## src/rtl/irq_entry_pkg.sv

```systemverilog
package irq_entry_pkg;

  typedef enum logic [1:0] {
    SEQ_IDLE = 2'd0,
    SEQ_PUSH = 2'd1,
    SEQ_FIN  = 2'd2
  } seqState_t;

  // strobes from control to datapath
  typedef struct packed {
    logic capture;    // latch inputs, acceptance edge
    logic takeReset;  // accepted request is a reset
    logic push;       // one stack byte this cycle
    logic finish;     // completion cycle
  } seqStrobe_t;

endpackage

```

## src/rtl/irq_entry_ctrl.sv

```systemverilog
module irq_entry_ctrl
  import irq_entry_pkg::*;
#(
  parameter int PC_BYTES = 3
) (
  input  logic       clk,
  input  logic       rst_n,
  input  logic       resetReq,
  input  logic       hwReq,
  input  logic       gieIn,
  input  logic       anyPend,
  output seqStrobe_t strb,
  output logic       busy,
  output logic       done
);

  localparam int CNT_W = $clog2(PC_BYTES + 1);
  localparam logic [CNT_W-1:0] LAST_BYTE = CNT_W'(PC_BYTES - 1);

  seqState_t        state;
  logic [CNT_W-1:0] byteCnt;
  logic             acceptReset, acceptHw;

  always_comb begin
    acceptReset = resetReq && gieIn;
    acceptHw    = hwReq && gieIn && anyPend;
    strb        = '0;
    if (state == SEQ_IDLE) begin
      strb.capture   = acceptReset || acceptHw;
      strb.takeReset = acceptReset;
    end
    strb.push   = (state == SEQ_PUSH);
    strb.finish = (state == SEQ_FIN);
  end

  always_ff @(posedge clk) begin
    if (!rst_n) begin
      state   <= SEQ_IDLE;
      byteCnt <= '0;
    end else begin
      unique case (state)
        SEQ_IDLE: if (strb.capture) begin
          state   <= SEQ_PUSH;
          byteCnt <= '0;
        end
        SEQ_PUSH: begin
          byteCnt <= byteCnt + 1'b1;
          if (byteCnt == LAST_BYTE) state <= SEQ_FIN;
        end
        SEQ_FIN: state <= SEQ_IDLE;
        default: state <= SEQ_IDLE;
      endcase
    end
  end

  assign busy = (state != SEQ_IDLE);
  assign done = strb.finish;

  // push counter for checking only
  logic [CNT_W-1:0] pushSeen;
  always_ff @(posedge clk) begin
    if (!rst_n)            pushSeen <= '0;
    else if (strb.capture) pushSeen <= '0;
    else if (strb.push)    pushSeen <= pushSeen + 1'b1;
  end

  p_push_count_r6: assert property (@(posedge clk) disable iff (!rst_n)
    done |-> pushSeen == CNT_W'(PC_BYTES));

  p_done_ends_r10: assert property (@(posedge clk) disable iff (!rst_n)
    done |=> !busy);

  p_busy_hold_r10: assert property (@(posedge clk) disable iff (!rst_n)
    (busy && !done) |=> busy);

endmodule

```

## src/rtl/irq_entry_dpath.sv

```systemverilog
module irq_entry_dpath
  import irq_entry_pkg::*;
#(
  parameter int SRC_W     = 32,
  parameter int PC_BYTES  = 3,
  parameter int SP_W      = 16,
  parameter bit LONG_JUMP = 1'b1,
  parameter int VEC_BASE  = 0
) (
  input  logic                  clk,
  input  logic                  rst_n,
  input  seqStrobe_t            strb,
  input  logic [8*PC_BYTES-1:0] pcIn,
  input  logic [SP_W-1:0]       spIn,
  input  logic [SRC_W-1:0]      pendIn,
  output logic                  anyPend,
  output logic                  memWe,
  output logic [SP_W-1:0]       memAddr,
  output logic [7:0]            memData,
  output logic                  pcLoad,
  output logic [8*PC_BYTES-1:0] pcOut,
  output logic [SP_W-1:0]       spOut,
  output logic                  gieClr,
  output logic [SRC_W-1:0]      pendClr
);

  localparam int PC_W        = 8 * PC_BYTES;
  localparam int VEC_W       = $clog2(SRC_W + 1) + 1;
  localparam int ENTRY_WORDS = LONG_JUMP ? 2 : 1;

  logic [PC_W-1:0]  pcShift;
  logic [SP_W-1:0]  spReg;
  logic [VEC_W-1:0] vecReg;
  logic [SRC_W-1:0] maskReg;
  logic [VEC_W-1:0] lowIdx;
  logic [SRC_W-1:0] lowMask;
  logic [31:0]      target;

  // lowest set bit wins: scan from the top so the last hit is the lowest
  always_comb begin
    lowIdx = '0;
    for (int i = SRC_W - 1; i >= 0; i--) begin
      if (pendIn[i]) lowIdx = VEC_W'(i);
    end
    lowMask = anyPend ? (SRC_W'(1) << lowIdx) : '0;
  end

  assign anyPend = |pendIn;

  always_ff @(posedge clk) begin
    if (!rst_n) begin
      pcShift <= '0;
      spReg   <= '0;
      vecReg  <= '0;
      maskReg <= '0;
    end else if (strb.capture) begin
      pcShift <= pcIn;
      spReg   <= spIn;
      vecReg  <= strb.takeReset ? '0 : lowIdx + 1'b1;
      maskReg <= strb.takeReset ? '0 : lowMask;
    end else if (strb.push) begin
      pcShift <= PC_W'(pcShift >> 8);
      spReg   <= spReg - 1'b1;
    end
  end

  assign target  = 32'(VEC_BASE) + 32'(vecReg) * 32'(ENTRY_WORDS);
  assign memWe   = strb.push;
  assign memAddr = spReg;
  assign memData = pcShift[7:0];
  assign pcLoad  = strb.finish;
  assign pcOut   = target[PC_W-1:0];
  assign spOut   = spReg;
  assign gieClr  = strb.finish;
  assign pendClr = strb.finish ? maskReg : '0;

  p_sp_step_r5: assert property (@(posedge clk) disable iff (!rst_n)
    (memWe && $past(memWe)) |-> memAddr == $past(memAddr) - 1'b1);

  p_clr_onehot_r1: assert property (@(posedge clk) disable iff (!rst_n)
    $onehot0(pendClr));

  p_gie_with_load_r7: assert property (@(posedge clk) disable iff (!rst_n)
    $rose(gieClr) |-> $past(memWe));

endmodule

```

## src/rtl/irq_entry_seq.sv

```systemverilog
module irq_entry_seq
  import irq_entry_pkg::*;
#(
  parameter int SRC_W     = 32,
  parameter int PC_BYTES  = 3,
  parameter int SP_W      = 16,
  parameter bit LONG_JUMP = 1'b1,
  parameter int VEC_BASE  = 0
) (
  input  logic                  clk,
  input  logic                  rst_n,
  input  logic                  resetReq,
  input  logic                  hwReq,
  input  logic                  gieIn,
  input  logic [SRC_W-1:0]      pendIn,
  input  logic [8*PC_BYTES-1:0] pcIn,
  input  logic [SP_W-1:0]       spIn,
  output logic                  busy,
  output logic                  done,
  output logic                  memWe,
  output logic [SP_W-1:0]       memAddr,
  output logic [7:0]            memData,
  output logic                  pcLoad,
  output logic [8*PC_BYTES-1:0] pcOut,
  output logic [SP_W-1:0]       spOut,
  output logic                  gieClr,
  output logic [SRC_W-1:0]      pendClr
);

  seqStrobe_t strb;
  logic       anyPend;

  irq_entry_ctrl #(.PC_BYTES(PC_BYTES)) ctrl_i (
    .clk(clk), .rst_n(rst_n), .resetReq(resetReq), .hwReq(hwReq),
    .gieIn(gieIn), .anyPend(anyPend), .strb(strb), .busy(busy), .done(done)
  );

  irq_entry_dpath #(
    .SRC_W(SRC_W), .PC_BYTES(PC_BYTES), .SP_W(SP_W),
    .LONG_JUMP(LONG_JUMP), .VEC_BASE(VEC_BASE)
  ) dpath_i (
    .clk(clk), .rst_n(rst_n), .strb(strb), .pcIn(pcIn), .spIn(spIn),
    .pendIn(pendIn), .anyPend(anyPend), .memWe(memWe), .memAddr(memAddr),
    .memData(memData), .pcLoad(pcLoad), .pcOut(pcOut), .spOut(spOut),
    .gieClr(gieClr), .pendClr(pendClr)
  );

endmodule

```

## config.mk

```make
export PLATFORM = sky130hd
export DESIGN_NAME = irq_entry_seq
export DESIGN_NICKNAME = d
export VERILOG_FILES = /design/src/rtl/irq_entry_pkg.sv /design/src/rtl/irq_entry_ctrl.sv /design/src/rtl/irq_entry_dpath.sv /design/src/rtl/irq_entry_seq.sv
export SDC_FILE = /design/constraint.sdc
export NUM_CORES = 1
export LEC_CHECK = 0
export ABC_AREA = 0
export ABC_CLOCK_PERIOD_IN_PS = 2300
export BUFFER_PORTS_ARGS = -buffer_cell sky130_fd_sc_hd__buf_2
export CAP_MARGIN = 5
export CORE_AREA = 2 2 105 107
export DETAILED_ROUTE_END_ITERATION = 10
export DIE_AREA = 0 0 107 109
export GPL_ROUTABILITY_DRIVEN = 0
export PLACE_DENSITY_LB_ADDON = 0.05
export SLEW_MARGIN = 20
export SYNTH_ARGS = -nofsm -noshare
export SYNTH_HDL_FRONTEND = slang
export SYNTH_SLANG_ARGS = --single-unit
```

## constraint.sdc

```tcl
create_clock -name clk -period 2.3 [get_ports clk]
set_clock_uncertainty 0.1 [all_clocks]
set_input_delay 0.345 -clock clk [delete_from_list [all_inputs] [get_ports clk]]
set_output_delay 0.345 -clock clk [all_outputs]
set_load 0.05 [all_outputs]
```

==> flow_metrics.tcl, run 1 <==
set metrics [dict create \
    status "finished clean" \
    grt_use_total 0.191 \
    crit_path_max_incr_delay_ns 0.44 \
    grt_max_degree 40 \
    detail_route.iter0.violations 189 \
    synth_seq_area_share 0.365 \
    worstMarginPinSlew_ns 0.624 \
    dp_hpwl_mm 8.51 \
    synth_top_area_share 0.365 \
    postCtsSetupBuffers 0 \
    cp.arrival_ns 2.27 \
    die_w_um 107 \
    crit_fanout 6 \
    post_dp_cell_area_um2 5350 \
    fin_setup_tns_ns 0 \
    async_reset_ff_frac 0 \
    maxCapViolCount 0 \
    peakVddDrop_mv 0.332 \
    synthDistinctLibCells 53 \
    cp_slowest_cell "nor4_1" \
    area_delta_synth_final_pct 23.2 \
    path_buf_inv 3 \
    path_class "input pin to flop" \
    grt_overflow 0 \
    yosysMostFrequentCell "dfxtp_1" \
    synth_top_area_cell "dfxtp_1" \
    finalWirelength_mm 11.4 \
    htree_levels 3 \
    clock-sinks 82 \
    avgRoutedWirePerCell_um 13.9 \
    cts_buffer_depth 2 \
    fp.coreArea_um2 10600 \
    min_period_ns 2.12 \
    critical-path-top-delay-family "simple AND/OR/NAND/NOR gates" \
    synth_seq_cells 82 \
    ys_warn_count 0 \
    ys.flop_type "dfxtp_1" \
    pin_count 178 \
    grt_pass1_wl_mm 17.7 \
    hp-class "input pin to flop" \
    power_density_nw_per_um2 623 \
    setup_viol 0 \
    worstSkewPairLatency_ns 0.35 \
    netlist_area_um2 4490 \
    placementRows 38 \
    power.total_mw 3.45 \
    initial_core_util 0.424 \
    max_freq_mhz 471 \
    placed_cells 811 \
    antenna_found_initial 0 \
    final_cells 826 \
    grt_pass1_vias 3737 \
    cts_buffers 9 \
    dieArea_um2 11700 \
    worstPathCellList "buf_2 > nor4_1 > buf_4 > a21boi_1 > a21o_1 > and3_1 > inv_4 > ha_1 > a22oi_1 > nor2b_1" \
    rsz0062_at_grt "no" \
    ys_top_cells_by_area "dfxtp_1 (37%), a22oi_1 (8.5%), buf_4 (8.0%), a21boi_1 (6.5%), and2_1 (5.7%)" \
    path_clk_slew_ns 0.08 \
    layout-drive-gt1-share 0.312 \
    cts_resized 0 \
    required_ns 2.44 \
    netlist_instances 539 \
    dieHeight_um 109 \
    p_leak_nw 2.50 \
    postCtsHoldBufs 0 \
    slew_headroom 0.584 \
    final-hold-violation-count 0 \
    cts_root_buffer "clkbuf_8" \
    portBuffers 159 \
    syn_avg_cell_area_um2 8.34 \
    diodes 0 \
    slew_viol_final 0 \
    crit_path_start_kind "input pin" \
    min_period_over_period 0.922 \
    avgViaCountPerCell 5.07 \
    drt.antenna.violating_nets 0 \
    route.detailed.drc 0 \
    holdWs_ns 0.131 \
    tritoncts "yes" \
    end_kind "flop" \
    stdcell_area_um2 5540 \
    fin_nets 767 \
    vias 4184 \
    synthTopCellsByCount "dfxtp_1 (82), a22oi_1 (51), buf_4 (48), and2_1 (41), nor2b_1 (40)" \
    synth-edff-count 0 \
    dr.pass1.iters 4 \
]
-- final cells by class --
type	instances	area (um^2)
fillers	1046	5070
multi-input cells	384	2390
flip-flops and latches	82	1640
repair buffers	191	1090
well taps	140	175
clock buffers	12	145
inverters	14	55.1
clock inverters	3	40.0
-- stage by stage --
stage	setup slack [ns]	utilization
floorplan	0.0727	-
global placement	-0.163	0.505
detailed placement	-0.196	0.505
CTS	0.188	0.522
global route	0.0156	0.522
finish	0.179	0.522
-- state kept, by name, indices dropped and copies added (netlist names) --
register	cells
dpath_i.maskReg	32
dpath_i.pcShift	24
dpath_i.memAddr	16
dpath_i.vecReg	6
ctrl_i.byteCnt	2
ctrl_i.state	2
-- worst min-delay path, stage by stage --
cell,delay [ns]
buf_2,0.10
nand2_1,0.05
a21boi_1,0.05
-- cell usage in the layout (no fill, tap or decap), types with 13 or more instances in the layout --
cell type | synthesis | layout
a21boi_1 | 39 | 38
a21oi_1 | 13 | 13
a22oi_1 | 51 | 51
and2_1 | 41 | 41
buf_2 | 6 | 159
buf_4 | 48 | 28
conb_1 | 1 | 18
dfxtp_1 | 82 | 82
nand2_1 | 39 | 39
nand3_1 | 23 | 23
nor2_1 | 31 | 31
nor2b_1 | 40 | 40
-- layer usage --
metal	track usage	share of wire	up-vias
met2	0.310	0.46	118
met5	0	0	-
li1	-	-	2113
met1	0.252	0.47	1946
met3	0.0454	0.061	7
met4	0.0584	0.0084	0
-- logic make-up (layout without fill, tap and decap cells) --
group	count (synthesis)	count (layout)	synth area share
simple gates	214	214	0.257
buf+inv	90	220	0.119
xor+xnor	4	4	0.00780
compound gates	140	140	0.227
flops	82	82	0.365
fa+ha+maj	8	8	0.0223
other cells	1	18	0.000835
-- where the power goes --
part / switching, mW / total [mW] / leakage, nW / internal, mW
sequential: 0.0553 / 1.54 / 0.667 / 1.48
clock: 0.481 / 1.00 / 0.0962 / 0.523
combinational: 0.625 / 0.904 / 1.74 / 0.279
total: 1.16 / 3.45 / 2.50 / 2.29
-- final timing paths --
path / from / end / slack, ns / cells past startpoint
worst max register to register: dpath_i.memAddr[2] / dpath_i.memAddr[15] / 0.34 / 7
worst min-delay path: pcIn[3] / dpath_i.pcShift[3] / 0.13 / 3
worst min register to register: dpath_i.vecReg[1] / dpath_i.vecReg[1] / 0.36 / 2
worst max-delay path: pendIn[11] / dpath_i.maskReg[3] / 0.18 / 10
(Power assumes the default switching activity.)
==> inputs of run 2 (changes only) <==
--- a/config.mk
+++ b/config.mk
@@ -6,12 +6,13 @@
 export NUM_CORES = 1
 export LEC_CHECK = 0
 export ABC_AREA = 0
-export ABC_CLOCK_PERIOD_IN_PS = 2300
 export BUFFER_PORTS_ARGS = -buffer_cell sky130_fd_sc_hd__buf_2
 export CAP_MARGIN = 5
-export CORE_AREA = 2 2 105 107
+export CELL_PAD_IN_SITES_DETAIL_PLACEMENT = 0
+export CELL_PAD_IN_SITES_GLOBAL_PLACEMENT = 2
+export CORE_AREA = 2 2 128 130
 export DETAILED_ROUTE_END_ITERATION = 10
-export DIE_AREA = 0 0 107 109
+export DIE_AREA = 0 0 130 132
 export GPL_ROUTABILITY_DRIVEN = 0
 export PLACE_DENSITY_LB_ADDON = 0.05
 export SLEW_MARGIN = 20
==> constraint.sdc (replaced) <==
create_clock -name clk -period 2.48 [get_ports clk]
set_clock_uncertainty 0.1 [all_clocks]
set_input_delay 0.372 -clock clk [delete_from_list [all_inputs] [get_ports clk]]
set_output_delay 0.372 -clock clk [all_outputs]
set_load 0.05 [all_outputs]
==> run 2 against run 1 <==
Against the previous run:
- die area is 47% higher
- cell count rose by 8.8%
- flip-flop and latch count stayed put
- sequential share of layout area is 1.1 points lower
- first-iteration DRC count up 1.1%
- power is 7.0% higher
- largest cell class unchanged
==> flow_metrics.tcl, run 2 (synthesis gave the netlist of run 1 again) <==
set metrics [dict create \
    dieHeight_um 132 \
    postCtsSetupBuffers 0 \
    avgViaCountPerCell 4.62 \
    hold_depth 2 \
    reg2reg_from "dpath_i.memAddr[2]" \
    dieArea_um2 17200 \
    final_cell_mix "buf_2 (159), dfxtp_1 (82), a22oi_1 (51), and2_1 (41), nor2b_1 (40)" \
    p_leak_nw 2.54 \
    critical-path-top-delay-family "simple AND/OR/NAND/NOR gates" \
    grt_max_degree 65 \
    dp_hpwl_mm 9.57 \
    power.share.clock 0.382 \
    r2r_slack_ns 0.42 \
    grt_pass1_vias 3916 \
    htree_levels 3 \
    path_buf_inv 2 \
    peakVddDrop_mv 0.305 \
    rr_worst_depth 7 \
    swShare 0.329 \
    final-hold-violation-count 0 \
    p_int_mw 2.48 \
    status "finished clean" \
    crit_fanout 6 \
    layout-drive-gt1-share 0.308 \
    portBuffers 159 \
    cts_buffer_depth 2 \
    route.detailed.drc 0 \
    die_w_um 130 \
    cp_slowest_cell "or4_1" \
    rsz0062_at_grt "no" \
    end_kind "flop" \
    drt.antenna.violating_nets 0 \
    hold_end "dpath_i.memAddr[10]" \
    grt_overflow 0 \
    cts_root_buffer "clkbuf_16" \
    hp-class "input pin to flop" \
    fp.coreArea_um2 15700 \
    dr.pass1.iters 4 \
    pin_count 178 \
    layout_commonest_cell "buf_2" \
    placementRows 46 \
    cts_resized 0 \
    initial_core_util 0.286 \
    vias 4153 \
    worstPathCellList "buf_2 > or4_1 > o211ai_1 > a21o_1 > and3_1 > inv_4 > ha_1 > a22oi_1 > nor2b_1" \
    slew_viol_final 0 \
    maxCapViolCount 0 \
    crit_path_max_incr_delay_ns 0.54 \
    antenna_found_initial 2 \
    largest_reg_flops 32 \
    postCtsHoldBufs 0 \
    grt_use_total 0.154 \
    worstSkewPairLatency_ns 0.35 \
    power.switching_mw 1.21 \
    min_period_ns 2.18 \
    min_period_over_period 0.880 \
    cp.arrival_ns 2.32 \
    fin_nets 762 \
    path_class "input pin to flop" \
    min_from "spIn[10]" \
    detail_route.iter0.violations 191 \
    power_density_nw_per_um2 642 \
    crit_path_start_kind "input pin" \
    fin_ws_ns 0.299 \
    holdWs_ns 0.163 \
    max_flop_register "dpath_i.maskReg" \
    p_comb_frac 0.230 \
    clock-sinks 82 \
    tritoncts "yes" \
    pwr-share-seq 0.388 \
    required_ns 2.61 \
    fillCellCount 1681 \
    area_delta_synth_final_pct 27.8 \
    setup_viol 0 \
    finalWirelength_mm 13.4 \
    r2r_end "dpath_i.memAddr[15]" \
    avgRoutedWirePerCell_um 14.9 \
    max_freq_mhz 458 \
    place_ws_ns -0.0523 \
    cts_buffers 9 \
    grt_pass1_wl_mm 20.8 \
    path_clk_slew_ns 0.07 \
]
-- run 2: cell count changes in the layout (fill, tap and decap cells not counted) --
cell / previous run / this run
buf_12: 4 / 6
clkinv_4: 0 / 2
diode_2: 0 / 1
clkinv_2: 2 / 0
clkbuf_16: 0 / 9
clkbuf_8: 10 / 2
buf_4: 28 / 21
-- run 2: worst max path at each step --
stage               start             endpoint  slack [ns]  cells after the start
2_1_floorplan  pendIn[26]  dpath_i.maskReg[11]        0.23                      9
3_3_place_gp   pendIn[20]   dpath_i.maskReg[1]       -0.05                     10
3_5_place_dp   pendIn[20]   dpath_i.pcShift[4]       -0.05                     11
4_1_cts        pendIn[20]  dpath_i.maskReg[14]        0.29                     10
5_1_grt        pendIn[20]  dpath_i.pcShift[12]        0.06                     11
6_report       pendIn[27]  dpath_i.maskReg[19]        0.30                      9
-- run 2: cell type report --
cell class	count	area (um^2)	area share
Multi-Input combinational cell	384	2390	0.417
Timing Repair Buffer	186	1070	0.187
Inverter	14	55.1	0.00959
Clock inverter	3	47.5	0.00828
Clock buffer	13	260	0.0453
Antenna cell	1	2.50	0.000436
Sequential cell	82	1640	0.286
Tap cell	216	270	0.0471
-- run 2: power groups by stage --
stage / logic [mW] / registers (mW) / clock network [mW]
CTS: 0.859 / 1.43 / 1.45
floorplan: 0.559 / 1.55 / 0
global placement: 0.855 / 1.46 / 0
detailed placement: 0.857 / 1.46 / 0
global route: 0.915 / 1.44 / 1.50
finish: 0.849 / 1.43 / 1.41
-- run 2: metal layers --
layer / part of all wire / track usage
met3: 0.053 / 0.0381
met2: 0.48 / 0.250
met1: 0.46 / 0.199
met5: 0.00097 / 0
met4: 0.012 / 0.0496
-- run 2: stage by stage --
step	total power, mW	TNS, ns	utilization	instance area [um^2]	instances
5_1_grt	3.86	0	0.365	5740	898
4_1_cts	3.74	0	0.365	5740	898
3_3_place_gp	2.31	-1.52	0.346	5430	882
3_5_place_dp	2.32	-1.40	0.346	5430	882
2_1_floorplan	2.11	0	-	4560	556
6_report	3.69	0	0.366	5740	899
==> inputs of run 3 (changes only) <==
--- a/config.mk
+++ b/config.mk
@@ -18,4 +18,5 @@
 export SLEW_MARGIN = 20
 export SYNTH_ARGS = -nofsm -noshare
 export SYNTH_HDL_FRONTEND = slang
+export SYNTH_HIERARCHICAL = 1
 export SYNTH_SLANG_ARGS = --single-unit
==> run 3 against run 2 <==
Against the previous run:
- via count rose by 3.8%
- first-iteration DRC count down 26%
- power rose by 5.8%
- highest routed layer is now met4
- global-route usage up 0.20 points
- critical endpoint is now dpath_i/maskReg[26]
- non-clock buffer count increased by 36
==> flow_metrics.tcl, run 3 <==
set metrics [dict create \
    yosysMostFrequentCell "dfxtp_1" \
    cp.arrival_ns 2.51 \
    utilization 0.397 \
    grt_pass1_wl_mm 21.4 \
    r2r_end "dpath_i/memAddr[14]" \
    worstSkewPairLatency_ns 0.34 \
    synth_top_area_cell "dfxtp_1" \
    avgRoutedWirePerCell_um 14.4 \
    hp-class "input pin to flop" \
    diodes 0 \
    swShare 0.325 \
    area_delta_synth_final_pct 33.5 \
    r2r_slack_ns 0.22 \
    syn_avg_cell_area_um2 8.53 \
    largest_reg_flops 32 \
    clock-sinks 82 \
    grt_pass1_vias 4233 \
    end_kind "flop" \
    min_period_ns 2.38 \
    path_clk_slew_ns 0.07 \
    dieHeight_um 132 \
    dieArea_um2 17200 \
    synth-edff-count 0 \
    min_period_over_period 0.959 \
    fin_setup_tns_ns 0 \
    path_class "input pin to flop" \
    max_freq_mhz 420 \
    required_ns 2.61 \
    dr.pass1.iters 4 \
    cts_root_buffer "clkbuf_16" \
    pin_count 178 \
    avgViaCountPerCell 4.58 \
    crit_path_max_incr_delay_ns 0.36 \
    synth_seq_cells 82 \
    ys_top_cells_by_area "dfxtp_1 (35%), buf_4 (7.9%), nor2b_1 (5.8%), and2_1 (5.2%), o211a_1 (4.5%)" \
    cts_buffers 9 \
    antenna_found_initial 0 \
    min_from "pcIn[5]" \
    layout_commonest_cell "buf_2" \
    htree_levels 3 \
    grt_use_total 0.156 \
    detail_route.iter0.violations 142 \
    rr_worst_depth 9 \
    peakVddDrop_mv 0.315 \
    synth_seq_area_share 0.351 \
    dp_hpwl_mm 10.1 \
    ys.flop_type "dfxtp_1" \
    max_flop_register "dpath_i/maskReg" \
    p_comb_frac 0.250 \
    slew_viol_final 0 \
    final_cell_mix "buf_2 (159), dfxtp_1 (82), buf_4 (60), nand2_1 (42), nor2b_1 (42)" \
    initial_core_util 0.297 \
    p_leak_nw 2.96 \
    netlist_area_um2 4670 \
    cts_buffer_depth 2 \
    hold_depth 2 \
    tritoncts "yes" \
    netlist_instances 548 \
    vias 4311 \
    pwr-share-seq 0.370 \
    synthTopCellsByCount "dfxtp_1 (82), buf_4 (49), nor2b_1 (43), nand2_1 (42), and2_1 (39)" \
    maxCapViolCount 0 \
    placementRows 46 \
    die_w_um 130 \
    reg2reg_from "ctrl_i/state[1]" \
    hold_end "dpath_i/pcShift[5]" \
    fp.coreArea_um2 15700 \
    holdWs_ns 0.145 \
    power.switching_mw 1.27 \
    worstPathCellList "buf_2 > nor4_2 > and3_4 > nand2_4 > or3_1 > a21oi_2 > nor3b_4 > inv_6 > nor2_4 > nand3_4 > or3b_1 > and2b_1 > a22oi_1 > nor2b_1" \
    fin_nets 805 \
    grt_overflow 0 \
    p_int_mw 2.63 \
    crit_path_start_kind "input pin" \
    ys_warn_count 6 \
    setup_viol 0 \
    cp_slowest_cell "or3_1" \
    grt_max_degree 48 \
    synthDistinctLibCells 59 \
    finalWirelength_mm 13.5 \
    power_density_nw_per_um2 625 \
    final-hold-violation-count 0 \
    portBuffers 159 \
    async_reset_ff_frac 0 \
    drt.antenna.violating_nets 0 \
    layout-drive-gt1-share 0.363 \
    crit_fanout 4 \
    rsz0062_at_grt "no" \
    route.detailed.drc 0 \
    power.share.clock 0.380 \
    synth_top_area_share 0.351 \
    status "finished clean" \
]
run 3: worst max-delay path by stage:
stage                from             endpoint  slack (ns)
5_1_grt         pendIn[8]  dpath_i/maskReg[24]       0.002
3_3_place_gp   pendIn[21]  dpath_i/maskReg[22]       -0.29
2_1_floorplan   pendIn[8]  dpath_i/maskReg[24]       -0.18
6_report       pendIn[21]  dpath_i/maskReg[26]        0.10
4_1_cts        pendIn[21]  dpath_i/maskReg[26]       0.007
3_5_place_dp   pendIn[21]  dpath_i/maskReg[26]       -0.35
run 3: logic make-up after synthesis:
family	after synthesis	synth area share
and+or+nand+nor	220	0.275
AOI/OAI and AO/OA	111	0.172
buffers and inverters	95	0.117
DFF	82	0.351
muxes	16	0.0343
xor gates and xnor gates	15	0.0281
adders and majority gates	8	0.0214
other	1	0.000802
run 3: per-stage QoR:
| step | power [mW] | area (um^2) | worst slack [ns] | cells |
|---|---|---|---|---|
| 4_1_cts | 3.96 | 6220 | 0.00654 | 941 |
| 2_1_floorplan | 2.22 | 4840 | -0.183 | 565 |
| 5_1_grt | 4.09 | 6240 | 0.00155 | 941 |
| 6_report | 3.90 | 6240 | 0.102 | 941 |
| 3_3_place_gp | 2.45 | 5900 | -0.294 | 925 |
| 3_5_place_dp | 2.46 | 5900 | -0.353 | 925 |
run 3: area by class of cell:
cell class / instances / area, um^2
flip-flops and latches: 82 / 1640
clock buffers: 11 / 243
clock inverters: 5 / 86.3
fillers: 1660 / 9470
repair buffers: 222 / 1310
well taps: 216 / 270
multi-input cells: 388 / 2630
inverters: 17 / 68.8
run 3: power by group through the flow:
| stage | clock network (mW) | registers [mW] | logic (mW) |
|---|---|---|---|
| finish | 1.48 | 1.44 | 0.975 |
| global route | 1.57 | 1.45 | 1.06 |
| CTS | 1.53 | 1.44 | 0.985 |
| detailed placement | 0 | 1.47 | 0.981 |
| global placement | 0 | 1.47 | 0.977 |
| floorplan | 0 | 1.57 | 0.651 |
run 3: layer usage:
| metal | track usage | share of wire |
|---|---|---|
| met5 | 0 | 0 |
| met4 | 0.0472 | 0.012 |
| met3 | 0.0341 | 0.048 |
| met2 | 0.266 | 0.49 |
| met1 | 0.195 | 0.45 |
run 3: worst max-delay path, delay by kind of cell:
family	cells	cell delay, ns
AOI/OAI and AO/OA	2	0.34
buffers and inverters	2	0.17
and+or+nand+nor	10	1.63
run 3: what timing repair did:
action / CTS / global route
hold buffers: 0 / 0
setup buffers: 0 / 0
resized for setup: 0 / 4
endpoints found under the setup margin: 0 / 16
